File: src/rtl/pws_pkg.sv
package pws_pkg;
    typedef enum logic [1:0] {
        PH_IDLE    = 2'd0,
        PH_COLLECT = 2'd1,
        PH_COMMIT  = 2'd2
    } pws_phase_e;
endpackage

File: src/rtl/pws_page_buf.sv
// Page data store with a per-slot "received" mark.
module pws_page_buf #(
    parameter int PAGE_BYTES = 16,
    parameter int DATA_W     = 8,
    localparam int OFF_W     = $clog2(PAGE_BYTES)
) (
    input  logic              clk,
    input  logic              rst_n,
    input  logic              clr,
    input  logic              wr_en,
    input  logic [OFF_W-1:0]  wr_off,
    input  logic [DATA_W-1:0] wr_data,
    input  logic [OFF_W-1:0]  rd_off,
    output logic [DATA_W-1:0] rd_data,
    output logic              rd_hit,
    output logic              any_hit
);
    typedef struct packed {
        logic [PAGE_BYTES-1:0][DATA_W-1:0] data;
        logic [PAGE_BYTES-1:0]             mark;
    } buf_t;

    buf_t st_d, st_q;

    always_comb begin
        st_d = st_q;
        if (clr) begin
            st_d.mark = '0;
        end else if (wr_en) begin
            st_d.data[wr_off] = wr_data;
            st_d.mark[wr_off] = 1'b1;
        end
    end

    always_ff @(posedge clk or negedge rst_n) begin
        if (!rst_n) st_q <= '0;
        else        st_q <= st_d;
    end

    assign rd_data = st_q.data[rd_off];
    assign rd_hit  = st_q.mark[rd_off];
    assign any_hit = |st_q.mark;
endmodule

File: src/rtl/pws_cycle_timer.sv
// Busy window of CYCLES clock ticks, started by a one-cycle strobe.
module pws_cycle_timer #(
    parameter int CYCLES = 24,
    localparam int CNT_W = $clog2(CYCLES + 1)
) (
    input  logic clk,
    input  logic rst_n,
    input  logic start,
    output logic busy,
    output logic last
);
    typedef struct packed {
        logic             busy;
        logic [CNT_W-1:0] cnt;
    } tmr_t;

    tmr_t st_d, st_q;

    always_comb begin
        st_d = st_q;
        if (st_q.busy) begin
            if (st_q.cnt == '0) st_d.busy = 1'b0;
            else                st_d.cnt  = st_q.cnt - 1'b1;
        end else if (start) begin
            st_d.busy = 1'b1;
            st_d.cnt  = CNT_W'(CYCLES - 1);
        end
    end

    always_ff @(posedge clk or negedge rst_n) begin
        if (!rst_n) st_q <= '0;
        else        st_q <= st_d;
    end

    assign busy = st_q.busy;
    assign last = st_q.busy && (st_q.cnt == '0);
endmodule

File: src/rtl/page_wr_seq.sv
// Page write collector and commit sequencer. WR_CYCLES must be at least
// PAGE_BYTES so that the drain scan completes inside the busy window.
module page_wr_seq #(
    parameter int ADDR_W     = 10,
    parameter int PAGE_BYTES = 16,
    parameter int DATA_W     = 8,
    parameter int WR_CYCLES  = 24
) (
    input  logic              clk,
    input  logic              rst_n,
    input  logic              txn_start,
    input  logic [ADDR_W-1:0] txn_addr,
    input  logic              push_valid,
    input  logic [DATA_W-1:0] push_data,
    input  logic              stop_commit,
    input  logic              abort_txn,
    output logic              busy,
    output logic              mem_we,
    output logic [ADDR_W-1:0] mem_addr,
    output logic [DATA_W-1:0] mem_wdata
);
    import pws_pkg::*;

    localparam int OFF_W  = $clog2(PAGE_BYTES);
    localparam int UP_W   = ADDR_W - OFF_W;
    localparam int SCAN_W = OFF_W + 1;

    typedef struct packed {
        pws_phase_e        phase;
        logic [UP_W-1:0]   upper;
        logic [OFF_W-1:0]  off;
        logic [SCAN_W-1:0] scan;
    } seq_t;

    seq_t st_d, st_q;

    logic buf_clr, buf_wr, rd_hit, any_hit;
    logic tmr_start, tmr_busy, tmr_last;
    logic [DATA_W-1:0] rd_data;

    always_comb begin
        st_d      = st_q;
        buf_clr   = 1'b0;
        buf_wr    = 1'b0;
        tmr_start = 1'b0;
        unique case (st_q.phase)
            PH_IDLE: begin
                if (txn_start) begin
                    st_d.phase = PH_COLLECT;
                    st_d.upper = txn_addr[ADDR_W-1:OFF_W];
                    st_d.off   = txn_addr[OFF_W-1:0];
                    buf_clr    = 1'b1;
                end
            end
            PH_COLLECT: begin
                if (txn_start) begin
                    st_d.upper = txn_addr[ADDR_W-1:OFF_W];
                    st_d.off   = txn_addr[OFF_W-1:0];
                    buf_clr    = 1'b1;
                end else if (abort_txn) begin
                    st_d.phase = PH_IDLE;
                    buf_clr    = 1'b1;
                end else if (stop_commit) begin
                    if (any_hit) begin
                        st_d.phase = PH_COMMIT;
                        st_d.scan  = '0;
                        tmr_start  = 1'b1;
                    end else begin
                        st_d.phase = PH_IDLE;
                    end
                end else if (push_valid) begin
                    buf_wr   = 1'b1;
                    st_d.off = st_q.off + 1'b1;
                end
            end
            PH_COMMIT: begin
                if (!st_q.scan[OFF_W]) st_d.scan = st_q.scan + 1'b1;
                if (tmr_last) begin
                    st_d.phase = PH_IDLE;
                    buf_clr    = 1'b1;
                end
            end
            default: st_d.phase = PH_IDLE;
        endcase
    end

    always_ff @(posedge clk or negedge rst_n) begin
        if (!rst_n) begin
            st_q       <= '0;
            st_q.phase <= PH_IDLE;
        end else begin
            st_q <= st_d;
        end
    end

    pws_page_buf #(
        .PAGE_BYTES (PAGE_BYTES),
        .DATA_W     (DATA_W)
    ) u_buf (
        .clk     (clk),
        .rst_n   (rst_n),
        .clr     (buf_clr),
        .wr_en   (buf_wr),
        .wr_off  (st_q.off),
        .wr_data (push_data),
        .rd_off  (st_q.scan[OFF_W-1:0]),
        .rd_data (rd_data),
        .rd_hit  (rd_hit),
        .any_hit (any_hit)
    );

    pws_cycle_timer #(
        .CYCLES (WR_CYCLES)
    ) u_tmr (
        .clk   (clk),
        .rst_n (rst_n),
        .start (tmr_start),
        .busy  (tmr_busy),
        .last  (tmr_last)
    );

    assign busy      = tmr_busy;
    assign mem_we    = (st_q.phase == PH_COMMIT) && !st_q.scan[OFF_W] && rd_hit;
    assign mem_addr  = {st_q.upper, st_q.scan[OFF_W-1:0]};
    assign mem_wdata = rd_data;
endmodule

File: config.mk
export PLATFORM = sky130hd
export DESIGN_NAME = page_wr_seq
export DESIGN_NICKNAME = d
export VERILOG_FILES = /design/src/rtl/pws_pkg.sv /design/src/rtl/pws_page_buf.sv /design/src/rtl/pws_cycle_timer.sv /design/src/rtl/page_wr_seq.sv
export SDC_FILE = /design/constraint.sdc
export NUM_CORES = 1
export LEC_CHECK = 0
export ABC_CLOCK_PERIOD_IN_PS = 2500
export BUFFER_PORTS_ARGS = -buffer_cell sky130_fd_sc_hd__buf_2
export CAP_MARGIN = 20
export CORE_ASPECT_RATIO = 1.5
export CORE_MARGIN = 1
export CORE_UTILIZATION = 55
export DETAILED_ROUTE_END_ITERATION = 10
export PLACE_DENSITY = 0.82
export SYNTH_ARGS = -nofsm -noshare
export SYNTH_HDL_FRONTEND = slang
export SYNTH_SLANG_ARGS = --single-unit
File: constraint.sdc
create_clock -name clk -period 2.5 [get_ports clk]
set_clock_uncertainty 0.15 [all_clocks]
set_input_delay 0.125 -clock clk [delete_from_list [all_inputs] [get_ports clk]]
set_output_delay 0.125 -clock clk [all_outputs]
set_load 0.01 [all_outputs]
# After elaboration in Yosys (flattened, before gate mapping)
# Cells that the tools add are included.
# word_totals
ff_bits	167
latch_bits	0
ram_bits	0
rom_bits	0
in_bits	24
out_inout_bits	20
word_cells	114
n_memories	0
# classes
addsub	3
multipliers	0
n_div	0
n_lt_le_gt_ge	3
n_eq_ne	15
n_shift	0
muxes	48
n_bitwise	2
n_reduce_logical	19
# op_table
op	n
$bwmux 128	1
$bmux 8 s4	1
$demux 8 s4	1
$mux 16	2
$mux 5	5
$pmux 10 s2	1
$mux 6	3
$ne 2x2->1 const B	9
$mux 1	17
$mux 8	2
$or 16x16->16	1
$reduce_or 16->1	1
$mux 12	1
$mux 4	3
$ne 3x3->1 const B	4
$lt 4x5->1 const B	2
$mux 2	5
$pmux 5 s2	1
$reduce_and 5->1	2
$mux 9	1
$reduce_bool 2->1	4
$pmux 2 s3	1
$reduce_and 6->1	1
$add 5x1->5 const B	1
16 further kinds	20

# Longest topological paths before layout
# Gate-level depths: netlist (run 1).
# logic_depth
depth_word	8
mapped_depth	8
ltp_nobuf	6

# Cells and area by module
# A second synthesis (run 1) with hierarchy kept.
# unflattened
cells_unflattened	541
hier_area_um2	8015.2
# by_module_without_submodules
mod	instances	cells_per_inst	area_each_um2	seq_area_each_um2
pws_page_buf	1	420	6705.2	3603.5
page_wr_seq	1	88	943.4	425.4
pws_cycle_timer	1	33	366.6	150.1

# Least setup slack after synthesis (run 1)
# No wires, ideal clock.
# synth_path
path_kind	register to register
from	reg u_tmr.st_q[0] (netlist bit)
to	reg u_buf.st_q[14] (netlist bit)
setup_ps	129
arrival_time_ps	1835
t_required_ps	2221
path_slack_ps	386
stages_incl_launch_ff	9
path_buffers	2
period_less_slack_ps	2114
path_cell_list	dfrtp_1 > inv_1 > ha_1 > or4b_1 > clkbuf_1 > o32a_1 > buf_2 > nand2_1 > nand2_1
# synth_between
elab_chain_cells	5
word_cells_on_any_way	6
cone_classes	mux (3); reduce/logical (3)
# synth_lines
element	line_no	text
start: declaration	pws_cycle_timer.sv:17	tmr_t st_d, st_q;
start signal: assignment	pws_cycle_timer.sv:32	else st_q <= st_d;
$logic_not 5->1 (*)	pws_cycle_timer.sv:36	assign last = st_q.busy && (st_q.cnt == '0);
$logic_and 1x1->1 (*)	pws_cycle_timer.sv:36	
$mux 1 (*)	page_wr_seq.sv:78	if (tmr_last) begin
$pmux 1 s3 (*)	page_wr_seq.sv:46	unique case (st_q.phase)
$mux 16 or $reduce_bool 2->1 (tied branches)	--	
end signal: assignment	pws_page_buf.sv:37	else st_q <= st_d;
end: declaration	pws_page_buf.sv:23	buf_t st_d, st_q;
# Every way passes the cells marked *; elsewhere a longest branch is shown, timed or not.
# A chain may end at the register's enable or synchronous reset.

# Final worst setup path (run 1)
# layout_path
from	reg st_q, in the netlist mem_addr[0]
to	out mem_wdata[2]
# layout_between
elab_chain_cells	2
# layout_lines
element	line_no	text
start: declaration	page_wr_seq.sv:35	seq_t st_d, st_q;
start signal: assignment	page_wr_seq.sv:92	st_q <= st_d;
$bmux 8 s4	pws_page_buf.sv:40	assign rd_data = st_q.data[rd_off];
$mux 8 (implied by the code)	pws_page_buf.sv:40	
end: declaration	page_wr_seq.sv:20	output logic [DATA_W-1:0] mem_wdata
# No other way between the ends. The select of a mux whose other input is x is not followed.

==> flow_summary_export.csv, run 1 <==
group,metric,value,unit
run_status,outcome,"finished clean",
sta,drv_slew,0,
sta,setup_viol,0,
sta,hold_slack,0.0226,ns
final_layout,nNetsFinal,635,
cts,cts.sinks,167,
routing,routed_wl,18.4,mm
setup_path,crit_fanout,11,
cts,numCtsBuffers,17,
grt,grt_start_max_net_pins,69,
power_and_ir_drop,power,7720,uW
synthesis,yosys-mux-area-fraction,29.8,%
final_layout,fin_util,65.4,%
setup_path,r2r-start,"st_q[15]",
power_and_ir_drop,leakage,0.00451,uW
place,port_buffers,43,
place,dp_worst_setup_slack,0.229,ns
setup_path,worstPathRequired,2.23,ns
die,core_area,14000,um2
routing,viasPerCell,6.15,
synthesis,synth_top_flop_cell,"dfrtp_1",
grt,grt_pass1_vias,5385,
sta,post-route-period-util,97.0,%
synthesis,synth-xor-area-share,0.667,%
place,dp.final_hpwl,11.3,mm
setup_path,crit_chain,"buf_12 -> clkbuf_16 -> mux4_2 -> a22oi_1 -> nand2_1 -> buf_2",
synthesis,synth_nets,577,
sta,finalHoldViolCount,0,
routing,drt_iter0_drc,279,
setup_path,end_kind,"output pin",
cts,clk_latency,0.42,ns
routing,drc,0,
routing,firstDrtPassIters,4,
die,placementRows,53,
sta,slew-limit-headroom,55.5,%
sta,finalWorstSetupSlack,0.0741,ns
setup_path,cp_slowest_stage_delay,0.52,ns
run,drv_cap,0,
setup_path,cp_num_buf_inv,3,
setup_path,path_class,"reg -> out",
die,pin_count,44,
setup_path,cp_top_family,"flip-flops",
synthesis,syn_inst,546,
sta,maxClockFrequency,412,MHz
synthesis,avgSynthCellArea,14.4,um2
synthesis,yosys_warnings,0,
sta,min_period,2.43,ns
synthesis,yosys.area_share.simple,9.02,%
cts,cts_buffer_depth,2,
final_layout,final_cell_mix,"dfrtp_1 (165), mux2_2 (125), nand2_1 (52), buf_2 (42), mux4_2 (36)",
grt,gr-total-overflow,0,
synthesis,synth-compound-area-share,3.38,%
synthesis,synth_top_family_by_area,"multiplexers",
routing,avgRoutedWirePerCell,22.8,um
synthesis,synth_fa_ha_area_share,1.11,%
final_layout,fillers,927,
synthesis,synth.area.top_cells,"dfrtp_1 (53%), mux2_2 (18%), mux4_2 (10%)",
power_and_ir_drop,vdd_drop_max,0.421,mV
routing,via_count,4966,
synthesis,ys_seq_elements,167,
setup_path,critPathLaunchType,"flop",
power_and_ir_drop,pwr_density_cell,844,nW/um2
synthesis,async_reset_ff_share,100,%
cts,path_clk_slew,0.06,ns
final_layout,final_common_cell,"dfrtp_1",
cts,h-tree-depth,4,
worst_hold_path,hold_start,"txn_start",
cts,cts_tree,"done",
synthesis,post-synth-top-area-fraction,53.1,%
final_layout,syn_to_final_growth,16.1,%
synthesis,ys_seq_area_share,53.1,%
grt,grt_pass1_wl,28.7,mm
grt,grt_usage,26.2,%
synthesis,synth_top_cell_by_area,"dfrtp_1",
die,die_y,149,um
die,dieArea,14800,um2
cts,cts_root_buffer,"clkbuf_16",
setup_path,startpoint,"mem_addr[0]",
synthesis,synth_edf_count,0,
die,floorplan.initialDensity,56.3,%
worst_hold_path,worstHoldPathType,"in -> reg",
routing,antenna_left,0,
final_layout,drive_above_1_share,46.3,%
die,die_width,99.7,um
synthesis,netlist_area,7880,um2
setup_path,cp_slowest_cell,"dfrtp_4",
synthesis,netlist-cell-type-count,43,
sta,worstMarginPinSlew,0.666,ns
place,place_congestion,0.787,
grt,antenna_found_initial,1,
setup_path,worstPathArrival,2.15,ns
worst min-delay path: stages:
cell and delay [ns]:
buf_2 0.15, nor3b_1 0.12, nand2_1 0.08, a31oi_1 0.07
logic make-up after synthesis:
logic type                 count (synthesis)
buffers and inverters                     45
and+or+nand+nor                          110
adders and majority gates                  7
AOI/OAI and AO/OA                         41
DFF                                      167
muxes                                    170
xor gates and xnor gates                   6
power by group:
part	total [uW]	switching [uW]	internal [uW]
Sequential	3250	246	3010
Combinational	1760	891	864
Clock	2710	1010	1700
Total	7720	2150	5570
routing by layer:
layer,vias up,GRT usage [%],part of all wire (%)
li1,2116,-,-
met3,50,4.42,4.5
met2,184,47.3,55
met5,-,0,0
met4,0,12.6,3.9
met1,2616,29.7,37
synthesized netlist by cell type, types with 6 or more instances:
cell type	n
nor2_1	9
o21ai_0	8
a22oi_1	18
nand2_1	52
mux4_2	36
inv_1	6
buf_4	10
mux2_2	125
a21oi_1	8
dfrtp_1	167
ha_1	7
buf_1	7
nand3_4	10
buf_2	6
clkbuf_1	15
mux2_4	8
layout make-up:
class	count	area [um2]	share of cell area [%]
multi-input combinational	334	3470	38.0
tap	192	240	2.63
antenna	1	2.50	0.0274
inverter	6	22.5	0.246
timing repair buffer	78	618	6.76
clock buffer	19	453	4.95
sequential	167	4180	45.7
clock inverter	10	154	1.68
final timing paths:
kind                            cells past startpoint             end  slack (ns)
worst max-delay path                                6    mem_wdata[2]        0.07
worst min-delay path                                4         st_q[6]        0.02
worst max register to register                      4        st_q[15]        0.11
worst min register to register                      1     mem_addr[6]        0.35
max in group asynchronous                           3  u_buf.st_q[93]        1.44
min in group asynchronous                           2     mem_addr[8]        0.05
per-stage QoR:
stage | instances | cell area (um2) | TNS [ns]
global placement | 756 | 8300 | 0
floorplan | 546 | 7880 | 0
finish | 807 | 9150 | 0
detailed placement | 756 | 8300 | 0
CTS | 802 | 9070 | 0
global route | 807 | 9150 | -0.0159
what timing repair did:
| item | CTS | global route |
|---|---|---|
| resized for setup | 1 | 3 |
| endpoints found under the setup margin | 8 | 6 |
| gates cloned | 0 | 1 |
| buffers inserted | 2 | 3 |
| endpoints found under the hold margin | 179 | 0 |
| hold buffers | 15 | 0 |
registers in the layout, indices dropped and copies added, names as in the netlist:
| signal | count |
|---|---|
| u_tmr.busy | 1 |
| mem_addr | 10 |
| st_q | 7 |
| u_buf.st_q | 144 |
| u_tmr.st_q | 5 |
(Power assumes the default switching activity.)
==> inputs of run 2 (changes only) <==
CORE_UTILIZATION = 60   (was 55)
PLACE_DENSITY = 0.88   (was 0.82)
==> flow_summary_export.csv, run 2 (synthesis gave the netlist of run 1 again) <==
group,metric,value,unit
place,port_buffers,43,
sta,rsz0062_at_grt,"yes",
sta,maxClockFrequency,411,MHz
run_status,outcome,"finished clean",
sta,post-route-period-util,97.4,%
die,die_y,142,um
final_layout,design_area,9010,um2
cts,cts.sinks,167,
power_and_ir_drop,vdd_drop_max,0.471,mV
setup_path,crit_chain,"buf_12 -> mux4_2 -> a22oi_1 -> nand2_1 -> buf_2",
power_and_ir_drop,pwr_density_cell,844,nW/um2
die,pin_count,44,
final_layout,seq_area,4180,um2
cts,cts_root_buffer,"clkbuf_16",
sta,min_period,2.44,ns
worst_hold_path,worstHoldPathType,"in -> reg",
cts,path_clk_slew,0.06,ns
cts,cts_buffer_depth,2,
routing,routed_wl,18.5,mm
final_layout,largest_register,"u_buf.st_q",
final_layout,nNetsFinal,630,
setup_path,worstPathRequired,2.23,ns
die,floorplan.initialDensity,62.3,%
final_layout,largest_reg_flops,144,
routing,via_count,5043,
setup_path,rrSetupSlack,0.13,ns
grt,gr-total-overflow,0,
final_layout,antenna_cells,0,
die,die_width,95.6,um
final_layout,fillers,737,
routing,avgRoutedWirePerCell,24.2,um
setup_path,path_class,"reg -> out",
place,dp_worst_setup_slack,0.228,ns
routing,viasPerCell,6.58,
grt,grt_start_max_net_pins,80,
cts,cts_tree,"done",
final_layout,final_common_cell,"dfrtp_1",
routing,antenna_left,0,
grt,grt_usage,29.8,%
sta,drv_slew,0,
setup_path,worstPathArrival,2.16,ns
cts,h-tree-depth,4,
die,core_area,12600,um2
final_layout,final_cell_mix,"dfrtp_1 (165), mux2_2 (125), nand2_1 (52), buf_2 (42), mux4_2 (36)",
cts,numCtsBuffers,17,
routing,drc,0,
setup_path,crit_fanout,21,
sta,worstMarginPinSlew,0.743,ns
setup_path,end_kind,"output pin",
grt,grt_pass1_wl,29.3,mm
setup_path,cp_slowest_stage_delay,0.54,ns
setup_path,cp_top_family,"multiplexers",
final_layout,drive_above_1_share,45.6,%
routing,drt_iter0_drc,390,
routing,wl_met1,6.87,mm
die,dieArea,13600,um2
place,place_congestion,0.799,
grt,antenna_found_initial,0,
power_and_ir_drop,leakage,0.00446,uW
place,placed_area,8230,um2
sta,slew-limit-headroom,50.4,%
routing,highest_layer,"met4",
routing,firstDrtPassIters,5,
sta,finalHoldViolCount,0,
setup_path,cp_slowest_cell,"mux4_2",
run,drv_cap,0,
final_layout,syn_to_final_growth,14.4,%
grt,grt_pass1_vias,5402,
sta,finalWorstSetupSlack,0.0645,ns
place,dp.final_hpwl,11.4,mm
setup_path,cp_num_buf_inv,2,
die,placementRows,50,
routing,wl_met2,9.83,mm
sta,setup_viol,0,
routing,wl_met3,1.06,mm
final_layout,multi_input_area,3470,um2
setup_path,critPathLaunchType,"flop",
cts,clk_latency,0.43,ns
==> run 2: cell types whose count changed in the layout (fill, tap and decap cells not counted), sizes merged <==
cell / change
clkinvlp: +3
clkinv: -4
bufbuf: +1
diode: -1
clkbuf: +2
buf: -5
bufinv: -1
==> run 2: worst reg2reg max path, cell delays in order, from the launching register on <==
cell and delay, ns:
dfrtp_2 0.43, or3b_2 0.46, dlygate4sd3_1 0.58, a21oi_1 0.14, dlygate4sd3_1 0.56
==> run 2: final cells by class <==
cell class	instances	share of cell area (%)
Sequential cell	167	46.4
Multi-Input combinational cell	334	38.5
Timing Repair Buffer	73	6.07
Clock buffer	22	5.26
Clock inverter	8	1.36
Inverter	6	0.250
Tap cell	156	2.17
==> run 2: final timing paths <==
| kind | depth (start not counted) | to | startpoint |
|---|---|---|---|
| max in group asynchronous | 3 | u_buf.st_q[64] | rst_n |
| min in group asynchronous | 2 | mem_addr[7] | rst_n |
| worst max register to register | 4 | st_q[15] | st_q[15] |
| worst min-delay path | 2 | u_buf.st_q[58] | push_data[2] |
| worst min register to register | 1 | mem_addr[4] | mem_addr[4] |
| worst max-delay path | 5 | mem_wdata[4] | mem_addr[0] |
==> run 2: layer usage <==
layer  track usage, %  up-vias
li1                 -     2118
met1             35.7     2603
met2             50.5      260
met3             5.77       62
met4             15.7        0
met5                0        -
==> run 2: where the power goes <==
group,leakage [uW],switching (uW),internal (uW)
Combinational,0.00192,891,808
Clock,0.000284,1040,1640
Sequential,0.00226,230,3000
==> run 2: through the flow <==
step / util [%] / TNS [ns] / total power (uW) / hold slack (ns) / instances
after CTS: 71.3 / 0 / 7610 / 0.0156 / 766
after global placement: 65.1 / 0 / 4760 / 0.0374 / 720
after global routing: 71.3 / -0.0375 / 7890 / 0.0433 / 766
after detailed placement: 65.1 / 0 / 4860 / 0.0520 / 720
after floorplan: - / 0 / 4390 / -0.321 / 546
final: 71.3 / 0 / 7610 / 0.0161 / 766
==> run 2: repair_timing <==
action,4_1_cts,5_1_grt
resized for setup,0,2
setup endpoints to repair,2,6
endpoints found under the hold margin,87,0
hold buffers,15,0
gates cloned,1,0
setup buffers,0,0
==> inputs of run 3 (changes only) <==
CTS_BUF_LIST = sky130_fd_sc_hd__clkbuf_8   (was default)
REMOVE_ABC_BUFFERS = 1   (was default)
==> flow_summary_export.csv, run 3 (synthesis gave the netlist of run 1 again) <==
group,metric,value,unit
cts,path_clk_slew,0.09,ns
routing,antenna_left,0,
final_layout,final_common_cell,"dfrtp_1",
die,die_width,95.6,um
setup_path,cp_slowest_cell,"mux4_2",
grt,grt_usage,28.7,%
grt,grt_start_max_net_pins,71,
routing,drt_iter0_drc,373,
cts,cts_tree,"done",
final_layout,final_cell_mix,"dfrtp_1 (164), mux2_2 (125), nand2_1 (52), buf_2 (42), mux4_2 (36)",
setup_path,worstPathRequired,2.23,ns
cts,cts_buffer_depth,2,
power_and_ir_drop,vdd_drop_max,0.439,mV
setup_path,crit_chain,"buf_12 -> buf_16 -> mux4_2 -> a22oi_1 -> a21oi_1 -> buf_2",
sta,rsz0062_at_grt,"no",
cts,h-tree-depth,4,
final_layout,largest_register,"u_buf.st_q",
power_and_ir_drop,leakage,0.00445,uW
cts,numCtsBuffers,17,
sta,finalHoldViolCount,0,
routing,avgRoutedWirePerCell,23.6,um
final_layout,drive_above_1_share,45.8,%
power_and_ir_drop,pwr_density_cell,792,nW/um2
die,die_y,142,um
place,placed_area,8220,um2
place,placed_cells,717,
setup_path,worstPathArrival,2.14,ns
routing,drc,0,
final_layout,largest_reg_flops,144,
grt,antenna_found_initial,0,
grt,gr-total-overflow,0,
sta,setup_viol,0,
routing,routed_wl,18.3,mm
die,floorplan.initialDensity,62.3,%
run,drv_cap,0,
sta,post-route-period-util,96.4,%
sta,hold_slack,0.0165,ns
setup_path,crit_fanout,20,
place,place_congestion,0.810,
setup_path,path_class,"reg -> out",
place,port_buffers,43,
final_layout,design_area,9020,um2
grt,grt_pass1_vias,5211,
cts,cts.sinks,167,
cts,cts_root_buffer,"clkbuf_8",
routing,viasPerCell,6.46,
die,dieArea,13600,um2
routing,via_count,5029,
setup_path,cp_slowest_stage_delay,0.54,ns
final_layout,syn_to_final_growth,14.5,%
worst_hold_path,worstHoldPathType,"in -> reg",
final_layout,antenna_cells,0,
die,core_area,12600,um2
die,placementRows,50,
final_layout,fillers,768,
setup_path,critPathLaunchType,"flop",
final_layout,stdcell_count,778,
routing,firstDrtPassIters,5,
sta,maxClockFrequency,415,MHz
grt,grt_pass1_wl,28.2,mm
run_status,outcome,"finished clean",
sta,slew-limit-headroom,54.9,%
sta,worstMarginPinSlew,0.674,ns
place,dp.final_hpwl,10.9,mm
final_layout,nNetsFinal,640,
setup_path,end_kind,"output pin",
sta,drv_slew,0,
sta,min_period,2.41,ns
die,pin_count,44,
cts,clk_latency,0.46,ns
run 3: worst max-delay path, delay by kind of cell, from the launching register on:
kind	cells	cell delay, ns
buffers and inverters	3	0.49
AOI/OAI and AO/OA	2	0.26
DFF	1	0.38
muxes	1	0.54
run 3: power breakdown:
group	total (uW)	switching, uW	internal (uW)
clock	2060	998	1060
sequential	3220	224	3000
combinational	1850	942	911
run 3: cell type report:
class	instances	area [um2]	share of cell area [%]
sequential	167	4180	46.4
multi-input combinational	334	3480	38.6
timing repair buffer	83	711	7.88
clock buffer	20	275	3.05
tap	156	195	2.16
clock inverter	12	150	1.67
inverter	6	22.5	0.250
run 3: through the flow:
stage	util [%]	setup TNS [ns]	setup WS, ns	total power, uW
6_report	71.3	0	0.0898	7140
3_3_place_gp	65.0	0	0.291	4770
4_1_cts	70.6	0	0.0155	6990
2_1_floorplan	-	-3.23	-0.369	4270
3_5_place_dp	65.0	0	0.197	4860
5_1_grt	71.3	0	0.00302	7430
run 3: path summary, 6_finish.rpt:
kind	start	end	slack [ns]	cells past startpoint
worst min register to register	mem_addr[8]	mem_addr[8]	0.36	1
max in group asynchronous	rst_n	u_buf.st_q[114]	1.38	3
worst max register to register	st_q[15]	st_q[15]	0.11	4
worst min-delay path	push_data[6]	u_buf.st_q[46]	0.02	2
worst max-delay path	mem_addr[0]	mem_we	0.09	6
min in group asynchronous	rst_n	mem_addr[9]	0.04	2
run 3: per-layer routing:
metal | vias up | part of all wire (%) | track usage, % | routed length [um]
met1 | 2656 | 38 | 35.7 | 6990
met5 | - | 0 | 0 | 0
met3 | 56 | 5.2 | 6.41 | 956
met4 | 0 | 4.1 | 12.6 | 748
met2 | 188 | 53 | 47.9 | 9630
li1 | 2129 | - | - | -
run 3: what timing repair did:
| item | in CTS | in global routing |
|---|---|---|
| gates resized for setup | 2 | 5 |
| buffers inserted | 0 | 1 |
| hold endpoints to repair | 258 | 0 |
| hold buffers | 24 | 0 |
| cloned | 1 | 3 |
| endpoints found under the setup margin | 5 | 11 |
